**src/rtl/ob_clamp_pkg.sv**
```systemverilog
package ob_clamp_pkg;
  typedef enum logic {WIN_8 = 1'b0, WIN_16 = 1'b1} win_len_e;
  localparam int LOG_WIN8  = 3;
  localparam int LOG_WIN16 = 4;
endpackage

```
**src/rtl/ob_col_track.sv**
```systemverilog
module ob_col_track #(
  parameter int COL_W = 12
) (
  input  logic             clk,
  input  logic             rst_n,
  input  logic             acc,
  input  logic             sol,
  input  logic [COL_W-1:0] win_start,
  input  logic             win16,
  output logic             in_win,
  output logic             win_first,
  output logic             win_last,
  output logic             past_win
);
  import ob_clamp_pkg::*;
  localparam logic [COL_W-1:0] COL_MAX = '1;

  logic [COL_W-1:0] col_q, col_eff;
  logic [COL_W:0]   win_end;
  logic             done_q;

  assign col_eff   = sol ? '0 : col_q;
  assign win_end   = {1'b0, win_start} + ((win_len_e'(win16) == WIN_16) ? (COL_W+1)'(15) : (COL_W+1)'(7));
  assign in_win    = ({1'b0, col_eff} >= {1'b0, win_start}) && ({1'b0, col_eff} <= win_end);
  assign win_first = (col_eff == win_start);
  assign win_last  = ({1'b0, col_eff} == win_end);
  assign past_win  = done_q && !sol;

  always_ff @(posedge clk) begin
    if (!rst_n) begin
      col_q  <= '0;
      done_q <= 1'b0;
    end else if (acc) begin
      col_q  <= (col_eff == COL_MAX) ? COL_MAX : col_eff + 1'b1;
      done_q <= win_last ? 1'b1 : (sol ? 1'b0 : done_q);
    end
  end


  last_not_past_chk: assert property (@(posedge clk) disable iff (!rst_n)
    (acc && win_last) |-> !past_win);
endmodule

```
**src/rtl/ob_black_level.sv**
```systemverilog
module ob_black_level #(
  parameter int DATA_W = 14
) (
  input  logic              clk,
  input  logic              rst_n,
  input  logic              acc,
  input  logic [DATA_W-1:0] pix,
  input  logic              sof,
  input  logic              in_win,
  input  logic              win_first,
  input  logic              win_last,
  input  logic              win16,
  input  logic [2:0]        shift,
  output logic [DATA_W-1:0] ref_lvl
);
  import ob_clamp_pkg::*;
  localparam int SUM_W = DATA_W + LOG_WIN16;

  logic [SUM_W-1:0]        sum_q, sum_nxt;
  logic [DATA_W-1:0]       avg, blended;
  logic signed [DATA_W:0]  diff, step;
  logic                    first_q, first_eff;

  assign first_eff = first_q || sof;
  assign sum_nxt   = (win_first ? '0 : sum_q) + SUM_W'(pix);
  assign avg       = win16 ? DATA_W'(sum_nxt >> LOG_WIN16) : DATA_W'(sum_nxt >> LOG_WIN8);
  assign diff      = $signed({1'b0, avg}) - $signed({1'b0, ref_lvl});
  assign step      = diff >>> shift;
  assign blended   = ref_lvl + step[DATA_W-1:0];

  always_ff @(posedge clk) begin
    if (!rst_n) begin
      sum_q   <= '0;
      first_q <= 1'b0;
      ref_lvl <= '0;
    end else if (acc) begin
      if (in_win) sum_q <= sum_nxt;
      if (win_last) begin
        ref_lvl <= first_eff ? avg : blended;
        first_q <= 1'b0;
      end else if (sof) begin
        first_q <= 1'b1;
      end
    end
  end


  blend_bounds_chk: assert property (@(posedge clk) disable iff (!rst_n)
    (acc && win_last && !first_eff) |=>
      ((ref_lvl >= $past(ref_lvl) && ref_lvl <= $past(avg)) ||
       (ref_lvl <= $past(ref_lvl) && ref_lvl >= $past(avg))));


  first_load_chk: assert property (@(posedge clk) disable iff (!rst_n)
    (acc && win_last && first_eff) |=> ref_lvl == $past(avg));
endmodule

```
**src/rtl/ob_out_stage.sv**
```systemverilog
module ob_out_stage #(
  parameter int DATA_W = 14
) (
  input  logic              clk,
  input  logic              rst_n,
  input  logic              s_valid,
  output logic              s_ready,
  input  logic [DATA_W-1:0] pix,
  input  logic              past_win,
  input  logic [DATA_W-1:0] ref_lvl,
  output logic              m_valid,
  input  logic              m_ready,
  output logic [DATA_W-1:0] m_data,
  output logic              m_active
);
  logic [DATA_W-1:0] corr;

  assign s_ready = m_ready || !m_valid;
  assign corr    = (pix > ref_lvl) ? pix - ref_lvl : '0;

  always_ff @(posedge clk) begin
    if (!rst_n) begin
      m_valid  <= 1'b0;
      m_data   <= '0;
      m_active <= 1'b0;
    end else if (s_ready) begin
      m_valid <= s_valid;
      if (s_valid) begin
        m_data   <= past_win ? corr : pix;
        m_active <= past_win;
      end
    end
  end


  stall_hold_chk: assert property (@(posedge clk) disable iff (!rst_n)
    (m_valid && !m_ready) |=> (m_valid && $stable(m_data) && $stable(m_active)));


  corr_le_in_chk: assert property (@(posedge clk) disable iff (!rst_n)
    (s_valid && s_ready && past_win) |=> (m_active && m_data <= $past(pix)));


  latency_chk: assert property (@(posedge clk) disable iff (!rst_n)
    (s_valid && s_ready) |=> m_valid);
endmodule

```
**src/rtl/ob_black_clamp.sv**
```systemverilog
module ob_black_clamp #(
  parameter int DATA_W = 14,
  parameter int COL_W  = 12
) (
  input  logic              clk,
  input  logic              rst_n,
  input  logic [2:0]        cfg_shift,
  input  logic [COL_W-1:0]  cfg_win_start,
  input  logic              cfg_win16,
  input  logic              s_valid,
  output logic              s_ready,
  input  logic [DATA_W-1:0] s_data,
  input  logic              s_sol,
  input  logic              s_sof,
  output logic              m_valid,
  input  logic              m_ready,
  output logic [DATA_W-1:0] m_data,
  output logic              m_active
);
  logic acc, in_win, win_first, win_last, past_win;
  logic [DATA_W-1:0] ref_lvl;

  assign acc = s_valid && s_ready;

  ob_col_track #(.COL_W(COL_W)) u_col (
    .clk(clk), .rst_n(rst_n), .acc(acc), .sol(s_sol),
    .win_start(cfg_win_start), .win16(cfg_win16),
    .in_win(in_win), .win_first(win_first), .win_last(win_last), .past_win(past_win)
  );

  ob_black_level #(.DATA_W(DATA_W)) u_lvl (
    .clk(clk), .rst_n(rst_n), .acc(acc), .pix(s_data), .sof(s_sof),
    .in_win(in_win), .win_first(win_first), .win_last(win_last),
    .win16(cfg_win16), .shift(cfg_shift), .ref_lvl(ref_lvl)
  );

  ob_out_stage #(.DATA_W(DATA_W)) u_out (
    .clk(clk), .rst_n(rst_n), .s_valid(s_valid), .s_ready(s_ready),
    .pix(s_data), .past_win(past_win), .ref_lvl(ref_lvl),
    .m_valid(m_valid), .m_ready(m_ready), .m_data(m_data), .m_active(m_active)
  );


  no_spurious_out_chk: assert property (@(posedge clk) disable iff (!rst_n)
    (!m_valid && !s_valid) |=> !m_valid);
endmodule

```
**config.mk**
```make
export PLATFORM = sky130hd
export DESIGN_NAME = ob_black_clamp
export DESIGN_NICKNAME = d
export VERILOG_FILES = /design/src/rtl/ob_clamp_pkg.sv /design/src/rtl/ob_col_track.sv /design/src/rtl/ob_black_level.sv /design/src/rtl/ob_out_stage.sv /design/src/rtl/ob_black_clamp.sv
export SDC_FILE = /design/constraint.sdc
export NUM_CORES = 1
export LEC_CHECK = 0
export ABC_AREA = 1
export BUFFER_PORTS_ARGS = -buffer_cell sky130_fd_sc_hd__buf_2
export CAP_MARGIN = 15
export CELL_PAD_IN_SITES_DETAIL_PLACEMENT = 0
export CELL_PAD_IN_SITES_GLOBAL_PLACEMENT = 1
export CORE_MARGIN = 10
export CORE_UTILIZATION = 31
export CTS_CLUSTER_SIZE = 25
export DETAILED_ROUTE_END_ITERATION = 6
export PLACE_DENSITY_LB_ADDON = 0.25
export SLEW_MARGIN = 5
export SYNTH_ARGS = -nofsm -noshare
export SYNTH_HDL_FRONTEND = slang
export SYNTH_SLANG_ARGS = --single-unit
```
**constraint.sdc**
```tcl
create_clock -name clk -period 8.39 [get_ports clk]
set_input_delay 1.678 -clock clk [delete_from_list [all_inputs] [get_ports clk]]
set_output_delay 1.678 -clock clk [all_outputs]
set_load 0.02 [all_outputs]
```
# After elaboration in Yosys (flattened, before gate mapping)
# Cells that the tools add are included.
totals:
  register_bits: 62
  out_inout_bits: 17
  wordCells: 47
  inputBits: 36
op_classes:
  n_addsub: 6
  n_eq_ne: 3
  reduce_logical: 14
  shift: 1
  mux: 12
  order_cmp: 3
ops:
  columns: ["operator", "count"]
  rows:
  - ["$mux W14", 4]
  - ["$mux W12", 2]
  - ["$add A18 B14 Y18", 1]
  - ["$mux W18", 1]
  - ["$sshr A15 B3 Y14", 1]
  - ["$sub A14 B14 Y15", 1]
  - ["$add A14 B14 Y14", 1]
  - ["$gt A14 B14 Y1", 1]
  - ["$sub A14 B14 Y14", 1]
  - ["$add A12 B13 Y13", 1]
  - ["$eq A12 B13 Y1", 1]
  - ["$le A12 B13 Y1", 1]
  - ["$add A12 B1 Y12 const B", 1]
  - ["$eq A12 B12 Y1", 1]
  - ["$eq A12 B12 Y1 const B", 1]
  - ["$ge A12 B12 Y1", 1]
  - ["$reduce_and A2 Y1", 5]
  - ["$mux W1", 4]
  - ["$mux W4", 1]
  - ["$reduce_bool A2 Y1", 2]
  - ["$logic_and A1 B1 Y1", 3]
  - ["$logic_not A1 Y1", 2]
  - ["$logic_or A1 B1 Y1", 2]

# Logic depth before layout (Yosys ltp)
# Gate-level depths: netlist (run 1).
logic_depth:
  word_depth: 9
  ltp_mapped: 49
  mapped_depth_nobuf: 47

# Modules after synthesis
# A second synthesis (run 1) with hierarchy kept.
hier_totals:
  hier_cells: 1211
  area_unflattened_um2: 7611.0
by_module_without_submodules:
  columns: ["module", "area_each_um2", "seq_area_each_um2", "cells_per_inst", "n_inst"]
  rows:
  - ["ob_black_level", 4154.0, 660.6, 666, 1]
  - ["ob_col_track", 1788.0, 260.2, 271, 1]
  - ["ob_out_stage", 1661.6, 320.3, 272, 1]
  - ["ob_black_clamp", 7.5, 0.0, 2, 1]

# Least setup slack after synthesis (run 1)
# Ideal clock, no wire load.
synth_timing:
  path_kind: "input to register"
  startpoint: "in s_sol"
  endpoint: "reg u_lvl.ref_lvl[11]"
  setup_slack_ns: 0.687
  t_arrival_ns: 7.634
  n_path_buf: 3
  setup_time_ns: 0.069
  stages: 43
  required_time_ns: 8.321
  path_cell_list: "buf_2 > nor2_1 > ha_1 > nand4_1 > nor3_1 > nand2_1 > buf_2 > buf_1 > nand2_1 > inv_1 > ha_1 > inv_1 > fa_1 > nand3b_1 > nand2_1 > a21oi_2 > o21ai_2 > xor2_1 > [7 not listed] > a21oi_1 > o21ai_1 > xor2_1 > mux2i_1 > nand2_1 > a21oi_1 > a21oi_1 > ha_1 > a21oi_1 > nand2_1 > a21boi_1 > o21ai_1 > a21oi_1 > o21ai_1 > or2_1 > nand3_1 > nand2_1 > o21ai_1"
synth_via:
  elab_chain_cells: 9
  word_cells_on_any_way: 11
  cone_classes: "add/sub: 3; eq/ne: 2; shift: 1; mux: 4; reduce/logical: 1"
synth_lines:
  columns: ["element", "line", "source"]
  rows:
  - ["start: declaration", "ob_black_clamp.sv:13", "input logic s_sol,"]
  - ["$mux W12 (*)", "ob_col_track.sv:22", "assign col_eff = sol ? '0 : col_q;"]
  - ["$eq A12 B12 Y1", "ob_col_track.sv:25", "assign win_first = (col_eff == win_start);"]
  - ["$mux W18", "ob_black_level.sv:25", "assign sum_nxt = (win_first ? '0 : sum_q) + SUM_W'(pix);"]
  - ["$add A18 B14 Y18", "ob_black_level.sv:25", null]
  - ["$mux W14", "ob_black_level.sv:26", "assign avg = win16 ? DATA_W'(sum_nxt >> LOG_WIN16) : DATA_W'(sum_nxt >> LOG_WIN8);"]
  - ["$sub A14 B14 Y15", "ob_black_level.sv:27", "assign diff = $signed({1'b0, avg}) - $signed({1'b0, ref_lvl});"]
  - ["$sshr A15 B3 Y14", "ob_black_level.sv:28", "assign step = diff >>> shift;"]
  - ["$add A14 B14 Y14", "ob_black_level.sv:29", "assign blended = ref_lvl + step[DATA_W-1:0];"]
  - ["$mux W14", "ob_black_level.sv:39", "ref_lvl <= first_eff ? avg : blended;"]
  - ["end signal: assignment", "ob_black_level.sv:39", null]
  - ["end: declaration", "ob_black_level.sv:14", "output logic [DATA_W-1:0] ref_lvl"]
# Every way passes the cells marked *; elsewhere a longest branch is shown, timed or not.
# A chain may end at the register's enable or synchronous reset.

# Worst setup path in the final report (run 1)
layout_timing:
  startpoint: "in s_sol"
  endpoint: "reg u_lvl.ref_lvl[10]"
# The elaborated chain is that of the path after synthesis.

==> metrics.cfg, run 1 <==
[placement]
dpl_worst_slack_ns=0.04510
place_congestion=0.8629
port_buffers=52
post-dp-hpwl_um=18130

[timing]
setup_slack_ns=0.7613
hold_ws_ns=0.4625
fmax_mhz=131.1
worstMarginPinSlew_ns=0.7168
slew_viol_final=0
rsz0062_at_grt=false
finalCritPeriodShare_pct=90.93
period_needed_ns=7.629
setup_viol=0
tns_ns=0
finClkSkew_ns=0.01722
slew_headroom_pct=52.21
hold_viol=0

[logic_synthesis]
yosysTopAreaCell=dfxtp_1
synth_area_sq_mm=0.006922
syn_nets=1191
synth_top_area_share_pct=17.93
synthTopCellsByArea=dfxtp_1 18%, ha_1 15%, nand2_1 14%, a21oi_1 7.3%, inv_1 7.2%
synth_edf_count=0
synthDistinctLibCells=50
synth_flop_cell=dfxtp_1
yosys_warnings=0
syn_avg_cell_area_sq_um=6.481
synthArstFlopShare_pct=0
syn_inst=1068
ys_seq_elements=62
seq_area_frac_synth_pct=17.93

[die]
start_util_pct=31.62
dieHeight_um=169.4
die_w_um=169.4
coreArea_sq_mm=0.02189
rows=54
ioPinCount=53
dieArea_sq_mm=0.02870

[detailed_routing]
drtIter0Drc=400
wl_um=22590
postRouteAntennaNets=0
vias_per_cell=4.946
routedWlPerCell_um=15.83
first_pass_iters=4
drc_errors=0
vias=7058

[worst_setup_path]
worstPathRequired_ns=8.68
worstSetupPathType=input port to register
critical_path.max_stage_delay_ns=0.39
cp_slowest_cell=fa_1
worst-endpoint-arrival_ns=7.92
end_kind=register
cpMostUsedCell=nand2_1
worst-path-max-fanout=14
start_kind=input port

[clock_network]
clk_pin_slew_ns=0.07
clock_path_buffers=2
h-tree-depth=3
post-cts-setup-buffers=0
clk_latency_ns=0.36
cts_buffers=9
root_buffer=clkbuf_16
cts_tree=built
clock_sinks=62

[power_and_ir_drop]
p_per_area_mw_per_mm2=130.6
p_leak_nw=4.017
ir_drop_uv=74.28

[job]
maxCapViolCount=0

[status]
status=complete, no violations

[cells_and_area]
layout_common_cells=263 x nand2_1, 133 x inv_1, 97 x a21oi_1
final_common_cell=nand2_1
antennaDiodeCount=0
seq_area_sq_mm=0.001241
layout.nets=1266
fillers=2439
multiInputGateArea_sq_mm=0.005080
drive_above_1_share_pct=15.00
final_core_util_pct=36.84
synthToLayoutAreaGrowth_pct=16.50

[grt]
overflow=0
grt_usage_pct=15.83
antenna_found_initial=0
grt_pass1_vias=6800
grt_pass1_wl_um=36250
grt_max_degree=31

[worst_hold_path]
hp-class=register to register

==> cells in the mapped netlist, types with 4 or more instances <==
library cell	n
dfxtp_1	62
o21ai_0	61
o221ai_1	4
a31oi_1	11
nand3_1	66
inv_1	133
nand3_2	10
nand4_1	9
ha_1	83
nor3_1	7
fa_1	4
clkbuf_1	19
o211ai_1	10
nor2_1	71
o21bai_1	4
a21oi_1	101
xor2_1	38
nand2_1	264
inv_2	7
xnor2_1	15
o21ai_1	15
or2_2	5
a21oi_2	9
a211oi_1	5
a221oi_2	4
nand2_2	4
buf_2	5
==> final timing paths <==
path / from / end / slack [ns] / cells past startpoint
worst max-delay path: s_sol / u_lvl.ref_lvl[10]$_SDFFE_PN0P_ / 0.76 / 41
worst min-delay path: u_lvl.sum_q[13]$_SDFFE_PN0P_ / u_lvl.sum_q[13]$_SDFFE_PN0P_ / 0.46 / 2
worst max register to register: u_col.col_q[11]$_SDFFE_PN0P_ / u_lvl.ref_lvl[10]$_SDFFE_PN0P_ / 1.90 / 39
worst min register to register: u_lvl.sum_q[13]$_SDFFE_PN0P_ / u_lvl.sum_q[13]$_SDFFE_PN0P_ / 0.46 / 2
==> metal layers <==
| metal | vias up | global-route usage [%] | wire [um] |
|---|---|---|---|
| met5 | - | 0 | 0 |
| met4 | 0 | 5.403 | 431 |
| met3 | 22 | 2.339 | 763 |
| met2 | 124 | 25.14 | 10010 |
| met1 | 3191 | 21.39 | 11390 |
| li1 | 3721 | - | - |
==> layout make-up <==
type | count | share of cell area, %
Clock buffer | 12 | 3.305
Multi-Input combinational cell | 835 | 62.99
Clock inverter | 3 | 0.2327
Tap cell | 280 | 4.344
Timing Repair Buffer | 94 | 7.168
Sequential cell | 62 | 15.39
Inverter | 141 | 6.563
==> kinds of logic (layout without fill, tap and decap cells) <==
| group | count (synthesis) | after routing | share of synthesized area, % |
|---|---|---|---|
| DFF | 62 | 62 | 17.93 |
| and+or+nand+nor | 448 | 448 | 28.07 |
| AOI/OAI and AO/OA | 246 | 246 | 21.29 |
| adders and majority gates | 87 | 87 | 16.16 |
| muxes | 1 | 1 | 0.1446 |
| buffers and inverters | 171 | 250 | 9.689 |
| xor gates and xnor gates | 53 | 53 | 6.707 |
==> critical path, delay by kind of cell <==
family,cells,cell delay [ns]
simple gates,14,1.33
fa+ha+maj,5,1.56
buf+inv,6,0.67
xor+xnor,3,0.63
compound gates,13,2.03
==> flip-flops by register name (all words and copies together), names as in the netlist <==
register	flops
u_out.m_valid	1
u_out.m_active	1
u_col.col_q	12
u_lvl.first_q	1
u_col.done_q	1
u_lvl.sum_q	18
u_lvl.ref_lvl	14
u_out.m_data	14
==> power by group <==
group          switching (mW)  internal [mW]  leakage (nW)
Clock                   0.154          0.222         0.144
Sequential            0.00559          0.306         0.506
Combinational           0.230          0.135          3.37
Total                   0.390          0.663          4.02
==> stage by stage <==
| stage | cells | power (mW) | area (sq um) |
|---|---|---|---|
| 5_1_grt | 1427 | 1.125 | 8064 |
| 3_5_place_dp | 1412 | 0.6763 | 7706 |
| 4_1_cts | 1427 | 1.056 | 7991 |
| 3_3_place_gp | 1412 | 0.6794 | 7706 |
| 6_report | 1427 | 1.053 | 8064 |
| 2_1_floorplan | 1068 | 0.5670 | 6922 |
==> repair_timing <==
item | in CTS | in global routing
hold buffers | 0 | 0
setup endpoints to repair | 0 | 8
resized for setup | 0 | 18
Note: power is estimated with default switching activity, not from simulation.
==> inputs of run 2 (changes only) <==
- SYNTH_HIERARCHICAL: not set -> 1
==> run 2 against run 1 <==
Against the previous run: flip-flop and latch count did not move; combinational power rose by 9.6%; routed wire length grew 3.0%; die area up 8.8%; fmax down 1.2%; via count increased by 7.3%; count of clock-buffer cells in the layout fell by 3; critical endpoint is now u_lvl/ref_lvl[9]$_SDFFE_PN0P_.
==> metrics.cfg, run 2 <==
[worst_setup_path]
start_kind=input port  ; unchanged
cp_slowest_cell=fa_1  ; unchanged
end_kind=register  ; unchanged
worstSetupPathType=input port to register  ; unchanged
critical_path.max_stage_delay_ns=0.44  ; was 0.39 ns
regToRegSetupSlack_ns=1.93  ; was 1.90 ns
cpMostUsedCell=nand2_1  ; unchanged
reg2regPathDepth=43  ; was 39
worstPathRequired_ns=8.61  ; was 8.68 ns
worst-path-max-fanout=10  ; was 14
worst-endpoint-arrival_ns=7.94  ; was 7.92 ns

[clock_network]
cts_tree=built  ; unchanged
clk_pin_slew_ns=0.06  ; was 0.07 ns
cts_hold_buf=0  ; unchanged
h-tree-depth=3  ; unchanged
post_cts_resized=0  ; unchanged
cts_buffers=9  ; unchanged
post-cts-setup-buffers=0  ; unchanged
clock_path_buffers=2  ; unchanged
root_buffer=clkbuf_16  ; unchanged
clock_sinks=62  ; unchanged
clk_latency_ns=0.35  ; was 0.36 ns

[power_and_ir_drop]
power_frac_clock_pct=35.5  ; was 35.7%
internal_power_mw=0.6790  ; was 0.6631 mW
ir_drop_uv=84.88  ; was 74.28 uV
combPwrFrac_pct=36.2  ; was 34.7%
seqPwrFrac_pct=28.3  ; was 29.6%
p_leak_nw=4.306  ; was 4.017 nW
switchingPower_mw=0.4274  ; was 0.3896 mW
swShare_pct=38.63  ; was 37.01%
p_per_area_mw_per_mm2=130.1  ; was 130.6 mW/mm^2

[job]
maxCapViolCount=0  ; unchanged

[grt]
grt_pass1_vias=7180  ; was 6,800
grt_pass1_wl_um=37510  ; was 36,250 um
grt_max_degree=33  ; was 31
antenna_found_initial=0  ; unchanged
grt_usage_pct=14.77  ; was 15.83%
overflow=0  ; unchanged

[cells_and_area]
drive_above_1_share_pct=13.26  ; was 15.00%
antennaDiodeCount=0  ; unchanged
largest_reg_flops=18  ; unchanged
final_common_cell=nand2_1  ; unchanged
layout_common_cells=297 x nand2_1, 185 x inv_1, 98 x a21oi_1  ; was 263 x nand2_1, 133 x inv_1, 97 x a21oi_1
synthToLayoutAreaGrowth_pct=11.75  ; was 16.50%
reg_top3=u_lvl/sum_q x18, u_lvl/ref_lvl x14, u_out/m_data x14  ; was u_lvl.sum_q x18, u_lvl.ref_lvl x14, u_out.m_data x14
regMostFlops=u_lvl/sum_q  ; was u_lvl.sum_q
final_core_util_pct=35.08  ; was 36.84%
layout.nets=1376  ; was 1,266

[timing]
rsz0062_at_grt=false  ; unchanged
finClkSkew_ns=0.01102  ; was 0.01722 ns
finalCritPeriodShare_pct=91.99  ; was 90.93%
setup_viol=0  ; unchanged
slew_viol_final=0  ; unchanged
period_needed_ns=7.718  ; was 7.629 ns
setup_slack_ns=0.6716  ; was 0.7613 ns
tns_ns=0  ; unchanged
hold_viol=0  ; unchanged
worstMarginPinSlew_ns=0.9909  ; was 0.7168 ns
fmax_mhz=129.6  ; was 131.1 MHz
slew_headroom_pct=33.70  ; was 52.21%

[die]
rows=57  ; was 54
die_w_um=176.7  ; was 169.4 um
ioPinCount=53  ; unchanged
dieArea_sq_mm=0.03122  ; was 0.02870 sq mm
coreArea_sq_mm=0.02425  ; was 0.02189 sq mm
start_util_pct=31.39  ; was 31.62%
dieHeight_um=176.7  ; was 169.4 um

[placement]
dpl_worst_slack_ns=0.1731  ; was 0.04510 ns
port_buffers=52  ; unchanged
post-dp-hpwl_um=19470  ; was 18,130 um
place_congestion=0.8976  ; was 0.8629

[logic_synthesis]
synth_edf_count=0  ; unchanged
synth-simple-area-share_pct=33.06  ; was 28.07%
yosys.area_share.xor_xnor_pct=5.145  ; was 6.706%
synth_top_area_share_pct=16.31  ; was 17.93%
syn_avg_cell_area_sq_um=6.285  ; was 6.481 sq um
yosys_warnings=6  ; was 0
yosysTopAreaCell=dfxtp_1  ; unchanged
synth.most_common_cell=nand2_1  ; unchanged
yosys-mux-area-fraction_pct=0.2630  ; was 0.1446%
ys_top_cells_by_count=297 x nand2_1, 186 x inv_1, 98 x a21oi_1, 93 x nor2_1, 82 x ha_1  ; was 264 x nand2_1, 133 x inv_1, 101 x a21oi_1, 83 x ha_1, 71 x nor2_1
synthTopCellsByArea=dfxtp_1 16%, nand2_1 15%, ha_1 13%, inv_1 9.2%, a21oi_1 6.4%  ; was dfxtp_1 18%, ha_1 15%, nand2_1 14%, a21oi_1 7.3%, inv_1 7.2%
syn_inst=1211  ; was 1,068
syn_nets=1333  ; was 1,191
synth_adder_area_share_pct=14.53  ; was 16.16%
synth_top_family_by_area=simple AND/OR/NAND/NOR gates  ; unchanged
synth_flop_cell=dfxtp_1  ; unchanged
synthArstFlopShare_pct=0  ; unchanged
synth_area_sq_mm=0.007611  ; was 0.006922 sq mm
synth_compound_area_share_pct=19.38  ; was 21.29%
seq_area_frac_synth_pct=16.31  ; was 17.93%
synthDistinctLibCells=58  ; was 50
ys_seq_elements=62  ; unchanged

[worst_hold_path]
hold_depth=2  ; unchanged
hp-class=register to register  ; unchanged

[detailed_routing]
vias=7573  ; was 7,058
wl_um=23270  ; was 22,590 um
routedWlPerCell_um=14.70  ; was 15.83 um
vias_per_cell=4.784  ; was 4.946
first_pass_iters=7  ; was 4
drtIter0Drc=411  ; was 400
drc_errors=0  ; unchanged
postRouteAntennaNets=0  ; unchanged

[status]
status=complete, no violations  ; unchanged

-- run 2: changes by cell type in the layout (fill, tap and decap cells not counted), moves of 8 or more --
| cell | delta |
|---|---|
| inv_1 | +52 |
| buf_4 | -35 |
| nand2_1 | +34 |
| nor2_1 | +21 |
| nand2_2 | +12 |
| nand3_1 | +11 |
| o21ai_0 | +11 |
| a31oi_1 | -8 |
| nor2_2 | +8 |
-- run 2: logic make-up (layout without fill, tap and decap cells) --
group	count (synthesis)	count (layout)
AOI/OAI and AO/OA	249	249
buffers and inverters	219	267
muxes	2	2
DFF	62	62
xor gates and xnor gates	43	43
adders and majority gates	86	86
and+or+nand+nor	550	550
-- run 2: worst paths after layout --
path,from,to
max,s_sol,u_lvl/ref_lvl[9]$_SDFFE_PN0P_
min,u_lvl/sum_q[0]$_SDFFE_PN0P_,u_lvl/sum_q[0]$_SDFFE_PN0P_
max reg2reg,u_col/col_q[4]$_SDFFE_PN0P_,u_lvl/ref_lvl[9]$_SDFFE_PN0P_
min reg2reg,u_lvl/sum_q[0]$_SDFFE_PN0P_,u_lvl/sum_q[0]$_SDFFE_PN0P_
-- run 2: per-stage QoR --
stage | cell area [sq um] | hold slack [ns] | cells | power (mW)
after floorplan | 7611 | 0.4304 | 1211 | 0.6190
after global placement | 8192 | 0.4446 | 1567 | 0.7230
after detailed placement | 8192 | 0.4552 | 1567 | 0.7200
after CTS | 8496 | 0.4636 | 1583 | 1.121
after global routing | 8506 | 0.4868 | 1583 | 1.185
final | 8506 | 0.4612 | 1583 | 1.106
-- run 2: power groups by stage --
stage / registers (mW) / logic [mW] / clock network (mW)
after detailed placement: 0.320 / 0.400 / 0
final: 0.313 / 0.400 / 0.393
after CTS: 0.313 / 0.402 / 0.406
after global placement: 0.320 / 0.403 / 0
after floorplan: 0.325 / 0.294 / 0
after global routing: 0.314 / 0.456 / 0.414
-- run 2: layout make-up --
class                           count  area, sq um
Fill cell                        2732        15740
Clock buffer                        9        225.2
Timing Repair Buffer               59        312.8
Multi-Input combinational cell    930         5519
Clock inverter                      7        78.83
Tap cell                          324        405.4
Inverter                          192        723.2
Sequential cell                    62         1241
-- run 2: metal layers --
| layer | up-vias | track usage (%) | share of wire (%) |
|---|---|---|---|
| li1 | 4023 | - | - |
| met1 | 3401 | 20.55 | 51 |
| met2 | 131 | 23.18 | 43 |
| met3 | 18 | 2.176 | 3.7 |
| met4 | 0 | 3.993 | 1.7 |
| met5 | - | 0 | 0 |
-- run 2: critical path, delay by kind of cell --
| kind | cells | cell delay, ns |
|---|---|---|
| XOR/XNOR | 2 | 0.42 |
| buffers and inverters | 4 | 0.46 |
| AND/OR/NAND/NOR | 20 | 1.68 |
| multiplexers | 1 | 0.22 |
| AO/OA/AOI/OAI | 12 | 1.81 |
| adder cells (fa/ha/maj) | 5 | 1.65 |
